**src/rtl/sereep_pkg.sv**
```systemverilog
`timescale 1ns/1ps
package sereep_pkg;
  typedef enum logic [2:0] {
    OP_READ      = 3'd0,
    OP_WRITE     = 3'd1,
    OP_ERASE     = 3'd2,
    OP_PROG_ON   = 3'd3,
    OP_PROG_OFF  = 3'd4,
    OP_ERASE_ALL = 3'd5,
    OP_WRITE_ALL = 3'd6,
    OP_RSVD      = 3'd7
  } host_op_e;

  typedef enum logic [2:0] {
    S_IDLE,
    S_SHIFT,
    S_GAP,
    S_POLL,
    S_REST
  } host_state_e;
endpackage

```
**src/rtl/sereep_sck_gen.sv**
```systemverilog
`timescale 1ns/1ps
module sereep_sck_gen #(
  parameter int HALF = 13
) (
  input  logic clk,
  input  logic rst,
  input  logic run,
  output logic tick
);
  localparam int CW = $clog2(HALF + 1);

  logic [CW-1:0] cnt;

  assign tick = run && (cnt == CW'(HALF - 1));

  always_ff @(posedge clk) begin
    if (rst || !run) cnt <= '0;
    else if (tick)   cnt <= '0;
    else             cnt <= cnt + CW'(1);
  end
endmodule

```
**src/rtl/sereep_frame.sv**
```systemverilog
`timescale 1ns/1ps
module sereep_frame
  import sereep_pkg::*;
#(
  parameter int ADDR_W  = 6,
  parameter int FRAME_W = ADDR_W + 19,
  parameter int LEN_W   = $clog2(FRAME_W + 1)
) (
  input  host_op_e           op,
  input  logic [ADDR_W:0]    addr,
  input  logic [15:0]        wdata,
  input  logic               wide,
  output logic [FRAME_W-1:0] frame,
  output logic [LEN_W-1:0]   cmd_len,
  output logic [LEN_W-1:0]   tot_len,
  output logic               is_read,
  output logic               is_prog,
  output logic               bad
);
  logic [1:0]        opc;
  logic [1:0]        code;
  logic              special;
  logic              has_data;
  logic [ADDR_W-1:0] a_w;
  logic [ADDR_W:0]   a_n;
  logic [15:0]       d;
  logic [LEN_W-1:0]  dw;

  always_comb begin
    opc      = 2'b00;
    code     = 2'b00;
    special  = 1'b0;
    has_data = 1'b0;
    is_read  = 1'b0;
    is_prog  = 1'b0;
    bad      = 1'b0;
    case (op)
      OP_READ:      begin opc = 2'b10; is_read = 1'b1; end
      OP_WRITE:     begin opc = 2'b01; has_data = 1'b1; is_prog = 1'b1; end
      OP_ERASE:     begin opc = 2'b11; is_prog = 1'b1; end
      OP_PROG_ON:   begin special = 1'b1; code = 2'b11; end
      OP_PROG_OFF:  begin special = 1'b1; code = 2'b00; end
      OP_ERASE_ALL: begin special = 1'b1; code = 2'b10; is_prog = 1'b1; end
      OP_WRITE_ALL: begin special = 1'b1; code = 2'b01; has_data = 1'b1; is_prog = 1'b1; end
      default:      bad = 1'b1;
    endcase

    a_w = special ? (ADDR_W'(code) << (ADDR_W - 2)) : addr[ADDR_W-1:0];
    a_n = special ? ((ADDR_W + 1)'(code) << (ADDR_W - 1)) : addr;
    d   = has_data ? wdata : 16'h0000;

    if (wide) frame = {1'b1, opc, a_w, d};
    else      frame = {1'b1, opc, a_n, d[7:0], 7'b0000000};

    cmd_len = wide ? LEN_W'(3 + ADDR_W) : LEN_W'(4 + ADDR_W);
    dw      = wide ? LEN_W'(16) : LEN_W'(8);
    tot_len = cmd_len + ((is_read || has_data) ? dw : '0);
  end
endmodule

```
**src/rtl/sereep_host.sv**
```systemverilog
`timescale 1ns/1ps
module sereep_host
  import sereep_pkg::*;
#(
  parameter int ADDR_W     = 6,
  parameter int SCK_HALF   = 13,
  parameter int CS_LOW_CYC = 13,
  parameter int POLL_LIMIT = 500000
) (
  input  logic              clk,
  input  logic              rst,
  input  logic              org_wide,
  input  logic              req_valid,
  output logic              req_ready,
  input  logic [2:0]        req_op,
  input  logic [ADDR_W:0]   req_addr,
  input  logic [15:0]       req_wdata,
  output logic              rsp_valid,
  output logic [15:0]       rsp_rdata,
  output logic              rsp_err,
  output logic              ee_cs,
  output logic              ee_sck,
  output logic              ee_di,
  input  logic              ee_do
);
  localparam int FRAME_W  = ADDR_W + 19;
  localparam int LEN_W    = $clog2(FRAME_W + 1);
  localparam int WAIT_MAX = (POLL_LIMIT > CS_LOW_CYC) ? POLL_LIMIT : CS_LOW_CYC;
  localparam int WAIT_W   = $clog2(WAIT_MAX + 1);

  host_state_e        state;
  logic [FRAME_W-1:0] f_frame;
  logic [LEN_W-1:0]   f_cmd_len;
  logic [LEN_W-1:0]   f_tot_len;
  logic               f_read;
  logic               f_prog;
  logic               f_bad;

  logic [FRAME_W-1:0] sreg;
  logic [LEN_W-1:0]   bit_idx;
  logic [LEN_W-1:0]   cmd_len_q;
  logic [LEN_W-1:0]   last_q;
  logic               rd_q;
  logic               prog_q;
  logic               phase_q;
  logic [WAIT_W-1:0]  wcnt;
  logic               tick;

  sereep_frame #(
    .ADDR_W (ADDR_W),
    .FRAME_W(FRAME_W),
    .LEN_W  (LEN_W)
  ) u_frame (
    .op     (host_op_e'(req_op)),
    .addr   (req_addr),
    .wdata  (req_wdata),
    .wide   (org_wide),
    .frame  (f_frame),
    .cmd_len(f_cmd_len),
    .tot_len(f_tot_len),
    .is_read(f_read),
    .is_prog(f_prog),
    .bad    (f_bad)
  );

  sereep_sck_gen #(
    .HALF(SCK_HALF)
  ) u_sck (
    .clk (clk),
    .rst (rst),
    .run (state == S_SHIFT),
    .tick(tick)
  );

  assign req_ready = (state == S_IDLE);

  always_ff @(posedge clk) begin
    if (rst) begin
      state     <= S_IDLE;
      sreg      <= '0;
      bit_idx   <= '0;
      cmd_len_q <= '0;
      last_q    <= '0;
      rd_q      <= 1'b0;
      prog_q    <= 1'b0;
      phase_q   <= 1'b0;
      wcnt      <= '0;
      ee_cs     <= 1'b0;
      ee_sck    <= 1'b0;
      ee_di     <= 1'b0;
      rsp_valid <= 1'b0;
      rsp_rdata <= '0;
      rsp_err   <= 1'b0;
    end else begin
      rsp_valid <= 1'b0;
      case (state)
        S_IDLE: begin
          if (req_valid) begin
            rsp_rdata <= '0;
            wcnt      <= '0;
            if (f_bad) begin
              rsp_valid <= 1'b1;
              rsp_err   <= 1'b1;
              state     <= S_REST;
            end else begin
              rsp_err   <= 1'b0;
              ee_cs     <= 1'b1;
              ee_sck    <= 1'b0;
              ee_di     <= f_frame[FRAME_W-1];
              sreg      <= f_frame << 1;
              bit_idx   <= '0;
              phase_q   <= 1'b0;
              cmd_len_q <= f_cmd_len;
              last_q    <= f_tot_len - LEN_W'(1);
              rd_q      <= f_read;
              prog_q    <= f_prog;
              state     <= S_SHIFT;
            end
          end
        end
        S_SHIFT: begin
          if (tick) begin
            if (!phase_q) begin
              ee_sck  <= 1'b1;
              phase_q <= 1'b1;
            end else begin
              ee_sck  <= 1'b0;
              phase_q <= 1'b0;
              if (rd_q && (bit_idx >= cmd_len_q))
                rsp_rdata <= {rsp_rdata[14:0], ee_do};
              if (bit_idx == last_q) begin
                ee_cs <= 1'b0;
                ee_di <= 1'b0;
                wcnt  <= '0;
                if (prog_q) begin
                  state <= S_GAP;
                end else begin
                  rsp_valid <= 1'b1;
                  state     <= S_REST;
                end
              end else begin
                bit_idx <= bit_idx + LEN_W'(1);
                ee_di   <= sreg[FRAME_W-1];
                sreg    <= sreg << 1;
              end
            end
          end
        end
        S_GAP: begin
          if (wcnt == WAIT_W'(CS_LOW_CYC - 1)) begin
            ee_cs <= 1'b1;
            wcnt  <= '0;
            state <= S_POLL;
          end else begin
            wcnt <= wcnt + WAIT_W'(1);
          end
        end
        S_POLL: begin
          if (ee_do) begin
            ee_cs     <= 1'b0;
            rsp_valid <= 1'b1;
            wcnt      <= '0;
            state     <= S_REST;
          end else if (wcnt == WAIT_W'(POLL_LIMIT - 1)) begin
            ee_cs     <= 1'b0;
            rsp_valid <= 1'b1;
            rsp_err   <= 1'b1;
            wcnt      <= '0;
            state     <= S_REST;
          end else begin
            wcnt <= wcnt + WAIT_W'(1);
          end
        end
        S_REST: begin
          if (wcnt == WAIT_W'(CS_LOW_CYC - 1)) state <= S_IDLE;
          else                                 wcnt  <= wcnt + WAIT_W'(1);
        end
        default: state <= S_IDLE;
      endcase
    end
  end

  AST_SCK_NEEDS_CS: assert property (@(posedge clk) disable iff (rst)
    !ee_cs |-> !ee_sck);
  AST_DI_HOLD_HIGH: assert property (@(posedge clk) disable iff (rst)
    (ee_sck && $past(ee_sck)) |-> $stable(ee_di));
  AST_DONE_PULSE: assert property (@(posedge clk) disable iff (rst)
    rsp_valid |=> !rsp_valid);
  AST_BUSY_NOT_READY: assert property (@(posedge clk) disable iff (rst)
    ee_cs |-> !req_ready);
  AST_CS_OPENS_LOW: assert property (@(posedge clk) disable iff (rst)
    $rose(ee_cs) |-> !ee_sck);
endmodule

```
**config.mk**
```make
export PLATFORM = sky130hd
export DESIGN_NAME = sereep_host
export DESIGN_NICKNAME = d
export VERILOG_FILES = /design/src/rtl/sereep_pkg.sv /design/src/rtl/sereep_sck_gen.sv /design/src/rtl/sereep_frame.sv /design/src/rtl/sereep_host.sv
export SDC_FILE = /design/constraint.sdc
export NUM_CORES = 1
export LEC_CHECK = 0
export BUFFER_PORTS_ARGS = -buffer_cell sky130_fd_sc_hd__buf_2
export CAP_MARGIN = 20
export CORE_ASPECT_RATIO = 1.5
export CORE_MARGIN = 2
export CORE_UTILIZATION = 60
export CTS_CLUSTER_DIAMETER = 40
export CTS_CLUSTER_SIZE = 28
export DETAILED_ROUTE_END_ITERATION = 10
export PLACE_DENSITY = 0.79
export SLEW_MARGIN = 20
export SYNTH_ARGS = -nofsm -noshare
export SYNTH_HDL_FRONTEND = slang
export SYNTH_SLANG_ARGS = --single-unit
export TNS_END_PERCENT = 100
```
**constraint.sdc**
```tcl
create_clock -name clk -period 6.5 [get_ports clk]
set_clock_uncertainty 0.05 [all_clocks]
set_input_delay 0.325 -clock clk [delete_from_list [all_inputs] [get_ports clk]]
set_output_delay 0.325 -clock clk [all_outputs]
set_load 0.03 [all_outputs]
```
==> out/qor.yml, run 1 <==
place_inst: 612
postCtsSetupBuffers: 0
drive_gt1_share_pct: 14.2
ys_seq_area_share_pct: 39.8
cp-end-kind: "flip-flop"
irDropWorstVdd_mv: 0.202
worstPathCellList: "xor2_1 > or4_1 > a211o_4 > o41ai_4 > nor2_1"
coreArea_um2: 6810
dp_slack_ns: 3.53
critical-path-max-stage-delay_ns: 0.92
dpl.hpwl_mm: 6.90
drv_slew: 0
clock-sinks: 83
grt_overflow: 0
clk_path_buf_depth: 2
setup_ws_ns: 3.57
synth_top_cell_area_share_pct: 39.8
start_kind: "flip-flop"
setup_viol: 0
synthFlopType: "dfxtp_1"
avgViaCountPerCell: 6.10
gp_congestion: 0.873
antenna_found_initial: 0
clock_latency_ns: 0.36
path_buf_inv: 0
vias: 3826
worst_slew_pin_slew_ns: 1.04
h-tree-depth: 3
cts_tree: "built"
synthTopCellsByCount: "83 x dfxtp_1, 69 x nor2_1, 38 x nand2_1"
syn_to_final_growth_pct: 10.7
pwr_density_cell_nw_per_um2: 332
cts_made_buffers: 9
ant_nets: 0
min_period_ns: 2.93
totalWireLength_mm: 9.76
max-slew-margin-rel_pct: 30.5
port_buffers: 52
io_pins: 53
initial_utilization_pct: 61.3
cp.required_ns: 6.67
die-height_um: 106
grt_max_degree: 58
yosys_register_bits: 83
fmax_ghz: 0.341
path_delay_family: "compound AO/OA/AOI/OAI gates"
status: "completed"
route.detailed.drc: 0
grt_first_pass_wirelength_mm: 16.5
worstSetupPathType: "flip-flop to flip-flop"
final.period_utilization_pct: 45.1
synth_area_leaders: "dfxtp_1 40%, nor2_1 6.2%, a21oi_1 4.4%"
fp-row-count: 37
first_pass_iters: 5
n_antenna_cell: 0
cp.arrival_ns: 3.10
synth.most_common_cell: "dfxtp_1"
die_w_um: 72.1
drt-initial-drc-count: 286
hold_buffers: 0
ys_types: 53
final_cells: 627
tns_ns: 0
cp_max_fo: 24
clk_pin_slew_ns: 0.08
power.leakage_nw: 1.74
post_cts_resized: 0
drv_cap: 0
cp_slowest_cell: "o41ai_4"
syn_area_um2: 4170
synthCells: 513
dieArea_um2: 7650
first_global_vias: 3662
synth_edf_count: 0
finalHoldViolations: 0
nets: 584
syn_nets: 552
rsz0062_at_grt: "no"
async_reset_ff_share_pct: 0
avgSynthCellArea_um2: 8.14
yosys_warnings: 0
synth_top_area_cell: "dfxtp_1"
hp-class: "input pin to flip-flop"
grt_usage_pct: 27.1
root_buffer: "clkbuf_8"
wl_per_cell_um: 15.6
## routing by layer
metal  global-route usage [%]  part of all wire [%]  routed length [µm]  up-vias
li1                         -                     -                   -     1916
met1                     30.5                    41                4000     1805
met2                     47.9                    53                5180       83
met3                     4.83                   3.5                 338       22
met4                     13.3                   2.5                 247        0
met5                        0                     0                   0        -
## power breakdown
| group | internal, mW | total (mW) | leakage [nW] | switching, mW |
|---|---|---|---|---|
| combinational | 0.173 | 0.534 | 0.974 | 0.361 |
| sequential | 0.585 | 0.649 | 0.675 | 0.0640 |
| clock | 0.175 | 0.350 | 0.0902 | 0.175 |
| total | 0.933 | 1.53 | 1.74 | 0.600 |
## cells by family (layout without fill, tap and decap cells)
kind of cell	after synthesis	count (layout)	synth area share, %
mux	14	14	3.36
flops	83	83	39.8
xor+xnor	28	28	5.88
simple gates	206	206	24.5
buf+inv	50	86	4.89
compound gates	124	124	19.2
fa+ha+maj	8	8	2.40
## cell usage in the layout, fill, tap and decap left out, drive strengths merged, types with 14 or more instances in the layout
cell type,count
nand2,38
a21oi,37
inv,15
xnor2,19
nand4,23
buf,56
o21ai,39
mux2i,14
nor3,20
nor2,69
dfxtp,83
## area by class of cell
cell class | instances | area [µm²]
multi-input cells | 380 | 2340
inverters | 15 | 56.3
fillers | 581 | 2190
well taps | 78 | 97.6
repair buffers | 56 | 290
flip-flops and latches | 83 | 1660
clock buffers | 12 | 135
clock inverters | 3 | 40.0
## sequential cells by signal (all words and copies together), names as in the netlist
| signal | cells |
|---|---|
| bit_idx | 5 |
| cmd_len_q | 2 |
| ee_cs | 1 |
| ee_di | 1 |
| last_q | 3 |
| phase_q | 1 |
| prog_q | 1 |
| rd_q | 1 |
| rsp_err | 1 |
| rsp_rdata | 16 |
| rsp_valid | 1 |
| sreg | 24 |
| state | 3 |
| u_sck.cnt | 4 |
| wcnt | 19 |
## worst register-to-register path, stage by stage (launching register included)
cell	delay, ns
dfxtp_1	0.36
xor2_1	0.17
or4_1	0.66
a211o_4	0.51
o41ai_4	0.92
nor2_1	0.13
## metrics by stage
stage / hold slack (ns) / power [mW] / utilization (%) / area [µm²]
after global routing: 0.218 / 1.63 / 67.9 / 4620
final: 0.200 / 1.53 / 67.9 / 4620
after CTS: 0.189 / 1.54 / 67.8 / 4610
after detailed placement: 0.403 / 1.19 / 65.2 / 4440
after global placement: 0.395 / 1.17 / 65.2 / 4440
after floorplan: 0.380 / 1.07 / - / 4170
## worst paths after layout
check	from	endpoint	slack [ns]	cells past startpoint
setup / recovery	bit_idx[3]	wcnt[3]	3.57	5
hold / removal	ee_do	rsp_rdata[0]	0.20	3
setup reg to reg	bit_idx[3]	wcnt[3]	3.57	5
hold reg to reg	u_sck.cnt[0]	u_sck.cnt[0]	0.41	1
Note: power is estimated with default switching activity, not from simulation.
==> run 2, diff against run 1 <==
- CORE_UTILIZATION: 60 -> 58
- PLACE_DENSITY: 0.79 -> 0.77
- clock period: 6.5 -> 2.9 ns (I/O delays scaled with it)
==> run 2 against run 1 <==
Net effect:
- sequential power grew 120%
- flip-flop and latch count stayed put
- worst setup slack got worse by 3.2 ns
- count of clock-buffer cells in the layout down 1
- critical path type unchanged
- sequential share of layout area fell by 0.98 points
- critical path depth grew 1
- worst hold slack worse by 0.18 ns
- combinational power up 130%
- die area rose by 3.3%
- register-to-register slack worse by 3.2 ns
- utilization up 0.96 points
==> out/qor.yml, run 2 (synthesis results as in run 1) <==
top_register: "sreg"
reg.largest.list: "sreg (24), wcnt (19), rsp_rdata (16)"
swShare_pct: 37.1  # -2.0 points
first_pass_iters: 4  # -1
clk_pin_slew_ns: 0.08  # about the same
nets: 593  # +1.5%
final_cells: 637  # +1.6%
worstHoldStart: "ee_do"
clock_latency_ns: 0.36  # about the same
finalHoldViolations: 0  # unchanged
drv_slew: 0  # unchanged
route.detailed.drc: 0  # unchanged
start_kind: "flip-flop"
drv_cap: 0  # unchanged
hp-class: "input pin to flip-flop"
drt-initial-drc-count: 253  # -12%
syn_to_final_growth_pct: 13.8
r2r-start: "last_q[4]"
totalWireLength_mm: 10.1  # +3.4%
root_buffer: "clkbuf_8"
fmax_ghz: 0.391  # +15%
ant_nets: 0  # unchanged
drive_gt1_share_pct: 15.7  # +1.5 points
n_antenna_cell: 0  # unchanged
die_w_um: 73.3  # +1.6%
cp.arrival_ns: 2.75  # -0.35 ns
layout_commonest_cell: "dfxtp_1"
sequentialPowerShare_pct: 39.3  # -3.0 points
cp-end-kind: "flip-flop"
irDropWorstVdd_mv: 0.487  # +140%
power.internal_mw: 2.33  # +150%
worst_slew_pin_slew_ns: 0.681  # -0.361 ns
tns_ns: 0  # unchanged
clock-sinks: 83  # unchanged
post_cts_resized: 0  # unchanged
h-tree-depth: 3  # unchanged
die-height_um: 108  # +1.6%
port_buffers: 52  # unchanged
rsz0062_at_grt: "no"
p_clk_share_pct: 27.0  # +4.2 points
cp_max_fo: 24  # unchanged
grt_max_degree: 31  # -47%
antenna_found_initial: 0  # unchanged
fill_cells: 570  # -1.9%
wl_per_cell_um: 15.9  # +1.8%
ff2ff_path_depth: 6  # +1
power.switching_mw: 1.38  # +130%
dpl.hpwl_mm: 7.21  # +4.4%
vias: 3927  # +2.6%
clk_path_buf_depth: 2  # unchanged
io_pins: 53  # unchanged
largest_register_ffs: 24  # unchanged
startpoint: "last_q[4]"
grt_usage_pct: 27.1  # about the same
initial_utilization_pct: 60.5  # -0.82 points
pwr_density_cell_nw_per_um2: 782  # +140%
power.leakage_nw: 1.81  # +4.3%
min_path_cells: 3  # unchanged
min_period_ns: 2.55  # -0.378 ns
fp-row-count: 37  # unchanged
cp.required_ns: 3.09  # -3.58 ns
avgViaCountPerCell: 6.16  # +1.0%
status: "completed"
setup_viol: 0  # unchanged
cts_made_buffers: 9  # unchanged
coreArea_um2: 6900  # +1.4%
fin_util_pct: 68.8  # +0.96 points
worstSetupPathType: "flip-flop to flip-flop"
mostFrequentLayoutCells: "83 x dfxtp_1, 69 x nor2_1, 52 x buf_2, 38 x nand2_1"
first_global_vias: 3801  # +3.8%
max-slew-margin-rel_pct: 54.2  # +24 points
final.period_utilization_pct: 88.1  # +43 points
grt_overflow: 0  # unchanged
cts_tree: "built"
dieArea_um2: 7910  # +3.3%
grt_first_pass_wirelength_mm: 16.9  # +2.8%
p_comb_share_pct: 33.7  # -1.1 points
gp_congestion: 0.898  # +2.9%
place_inst: 620  # +1.3%
==> run 2: changes by cell type in the layout (fill, tap and decap cells not counted), sizes merged <==
| cell | before | now |
|---|---|---|
| buf | 56 | 64 |
| bufinv | 1 | 3 |
| clkbuf | 12 | 11 |
| dlygate4sd3 | 0 | 1 |
==> run 2: what timing repair did <==
item / 4_1_cts / 5_1_grt
buffers inserted: 0 / 0
hold buffers: 1 / 0
hold endpoints to repair: 1 / 0
==> run 2: worst max-delay path: stages (launching register included) <==
cell and delay, ns:
dfxtp_1 0.34, xor2_1 0.18, or4_1 0.68, a211o_4 0.51
o41ai_4 0.34, buf_4 0.27, a21oi_1 0.07
==> run 2: per-layer routing <==
metal	part of all wire (%)	vias to the layer above	GRT usage, %	routed length [µm]
met1	40	1863	29.8	4030
met2	53	111	48.6	5340
met4	2.3	0	12.2	229
met5	0	-	0	0
met3	5.0	23	5.71	504
li1	-	1930	-	-
==> run 2: final timing paths <==
check	slack, ns	endpoint
min reg2reg	0.42	u_sck.cnt[0]
min	0.02	rsp_rdata[0]
max	0.35	wcnt[1]
max reg2reg	0.35	wcnt[1]
==> run 2: power by group through the flow <==
stage / Clock (mW) / Sequential (mW) / Combinational, mW
after floorplan: 0 / 1.45 / 0.952
after global placement: 0 / 1.47 / 1.21
after detailed placement: 0 / 1.48 / 1.24
after CTS: 1.02 / 1.46 / 1.25
after global routing: 1.07 / 1.48 / 1.40
final: 1.00 / 1.46 / 1.25
==> run 2: area by class of cell <==
| type | instances | area, µm² | area share (%) |
|---|---|---|---|
| multi-input combinational | 380 | 2330 | 49.1 |
| sequential | 83 | 1660 | 35.0 |
| timing repair buffer | 65 | 360 | 7.59 |
| clock buffer | 11 | 141 | 2.98 |
| clock inverter | 5 | 100 | 2.11 |
| tap | 78 | 97.6 | 2.06 |
| inverter | 15 | 56.3 | 1.19 |
==> run 2: per-stage QoR <==
step | instance area, µm² | worst slack, ns | hold slack (ns) | power, mW
2_1_floorplan | 4170 | 0.514 | 0.249 | 2.40
3_3_place_gp | 4500 | 0.432 | 0.376 | 2.69
3_5_place_dp | 4500 | 0.377 | 0.384 | 2.72
4_1_cts | 4750 | 0.357 | 0.00459 | 3.72
5_1_grt | 4750 | 0.244 | 0.0263 | 3.95
6_report | 4750 | 0.345 | 0.0156 | 3.71
==> run 3, diff against run 2 <==
- CTS_BUF_LIST: default -> sky130_fd_sc_hd__clkbuf_16
==> run 3 against run 2 <==
Net effect:
- die area did not move
- via count fell by 1.2%
- worst hold slack improved by 0.016 ns
- critical endpoint is now wcnt[12]
- register-to-register slack barely moved
- non-clock buffer count fell by 1
- largest cell class unchanged
- largest power group unchanged
- utilization rose by 1.2 points
- power rose by 7.3%
- global-route usage rose by 0.077 points
- sequential power barely moved
- worst setup slack improved by 0.014 ns
- clock power rose by 27%
- cell count fell by 0.16%
==> out/qor.yml, run 3 (synthesis results as in run 1) <==
fill_cells: 556  # -2.5%
drive_gt1_share_pct: 15.6  # -0.15 points
finalHoldViolations: 0  # unchanged
avgViaCountPerCell: 6.10  # -1.1%
min_to: "sreg[1]"
cp_slowest_cell: "or4_1"
rsz0062_at_grt: "no"
setup_viol: 0  # unchanged
route.detailed.drc: 0  # unchanged
grt_usage_pct: 27.2  # +0.077 points
nets: 592  # -0.17%
final.period_utilization_pct: 87.6  # -0.48 points
drv_slew: 0  # unchanged
h-tree-depth: 3  # unchanged
root_buffer: "clkbuf_16"
placed_area_um2: 4500  # unchanged
hold_buffers: 0  # -1
pwr_density_cell_nw_per_um2: 825  # +5.5%
largest_register_ffs: 24  # unchanged
tns_ns: 0  # unchanged
power.leakage_nw: 1.85  # +2.2%
grt_max_degree: 31  # unchanged
critical-path-max-stage-delay_ns: 0.68  # about the same
drt-initial-drc-count: 252  # -0.40%
fmax_ghz: 0.394  # +0.55%
coreArea_um2: 6900  # unchanged
worstPathCellList: "xor2_1 > or4_1 > a211o_4 > o41ai_4 > buf_4 > nor2_1"
ant_nets: 0  # unchanged
start_kind: "flip-flop"
cp_max_fo: 24  # unchanged
first_global_vias: 3740  # -1.6%
final_area_um2: 4830  # +1.7%
io_pins: 53  # unchanged
grt_overflow: 0  # unchanged
irDropWorstVdd_mv: 0.573  # +18%
layout_commonest_cell: "dfxtp_1"
drv_cap: 0  # unchanged
syn_to_final_growth_pct: 15.7
totalWireLength_mm: 10.1  # +0.41%
clk_path_buf_depth: 2  # unchanged
postCtsSetupBuffers: 0  # unchanged
cp.arrival_ns: 2.72  # -0.03 ns
die_w_um: 73.3  # unchanged
reg2reg_setup_slack_ns: 0.36  # about the same
min_path_cells: 3  # unchanged
grt_first_pass_wirelength_mm: 17.0  # +0.17%
n_antenna_cell: 0  # unchanged
reg.largest.list: "sreg (24), wcnt (19), rsp_rdata (16)"
top_register: "sreg"
worstHoldStart: "req_wdata[0]"
cts_made_buffers: 9  # unchanged
antenna_found_initial: 0  # unchanged
initial_utilization_pct: 60.5  # unchanged
status: "completed"
min_period_ns: 2.54  # -0.0139 ns
port_buffers: 52  # unchanged
clk_pin_slew_ns: 0.06  # -0.02 ns
cts_tree: "built"
r2r-start: "bit_idx[4]"
first_pass_iters: 5  # +1
vias: 3879  # -1.2%
worst_slew_pin_slew_ns: 0.686  # +0.00455 ns
cp-end-kind: "flip-flop"
wl_per_cell_um: 15.9  # +0.56%
r2r-end: "wcnt[12]"
gp_congestion: 0.898  # unchanged
fp-row-count: 37  # unchanged
max-slew-margin-rel_pct: 53.9  # -0.31 points
mostFrequentLayoutCells: "83 x dfxtp_1, 69 x nor2_1, 52 x buf_2, 38 x nand2_1"
clock-sinks: 83  # unchanged
worstSetupPathType: "flip-flop to flip-flop"
dieArea_um2: 7910  # unchanged
hp-class: "input pin to flip-flop"
clock_latency_ns: 0.34  # -0.02 ns
dpl.hpwl_mm: 7.21  # unchanged
cp.required_ns: 3.08  # about the same
ff2ff_path_depth: 6  # unchanged
post_cts_resized: 0  # unchanged
die-height_um: 108  # unchanged
==> run 3: layout make-up <==
class | count | area, µm² | share of cell area [%]
multi-input cells | 380 | 2330 | 48.3
flip-flops and latches | 83 | 1660 | 34.4
clock buffers | 9 | 225 | 4.66
clock inverters | 7 | 108 | 2.23
repair buffers | 64 | 350 | 7.25
inverters | 15 | 56.3 | 1.17
well taps | 78 | 97.6 | 2.02
==> run 3: worst max path at each step <==
| stage | slack [ns] | startpoint | endpoint |
|---|---|---|---|
| floorplan | 0.51 | bit_idx[3] | wcnt[10] |
| global placement | 0.43 | bit_idx[4] | wcnt[3] |
| detailed placement | 0.38 | bit_idx[4] | wcnt[11] |
| CTS | 0.37 | bit_idx[4] | wcnt[11] |
| global route | 0.25 | bit_idx[3] | wcnt[13] |
| finish | 0.36 | bit_idx[4] | wcnt[12] |
==> run 3: per-stage QoR <==
step	utilization [%]	hold slack [ns]	std cells	total power [mW]	setup slack, ns
4_1_cts	70.0	0.0267	636	4.00	0.369
3_3_place_gp	65.2	0.376	620	2.69	0.432
6_report	70.0	0.0319	636	3.98	0.359
2_1_floorplan	-	0.249	513	2.40	0.514
3_5_place_dp	65.2	0.384	620	2.72	0.377
5_1_grt	70.0	0.0495	636	4.22	0.247
==> run 3: power breakdown <==
group / switching, mW / leakage, nW / internal, mW
clock: 0.440 / 0.168 / 0.831
sequential: 0.146 / 0.675 / 1.31
combinational: 0.823 / 1.01 / 0.428
total: 1.41 / 1.85 / 2.57
==> run 3: routing by layer <==
metal / GRT usage [%] / part of all wire (%)
met4: 11.4 / 1.9
met5: 0 / 0
met3: 5.34 / 4.5
met2: 49.0 / 53
met1: 30.2 / 40
==> run 3: worst max-delay path, delay by kind of cell (launching register included) <==
kind | cells | cell delay [ns]
AND/OR/NAND/NOR | 2 | 0.75
buffers and inverters | 1 | 0.27
XOR/XNOR | 1 | 0.17
flip-flops | 1 | 0.34
AO/OA/AOI/OAI | 2 | 0.85
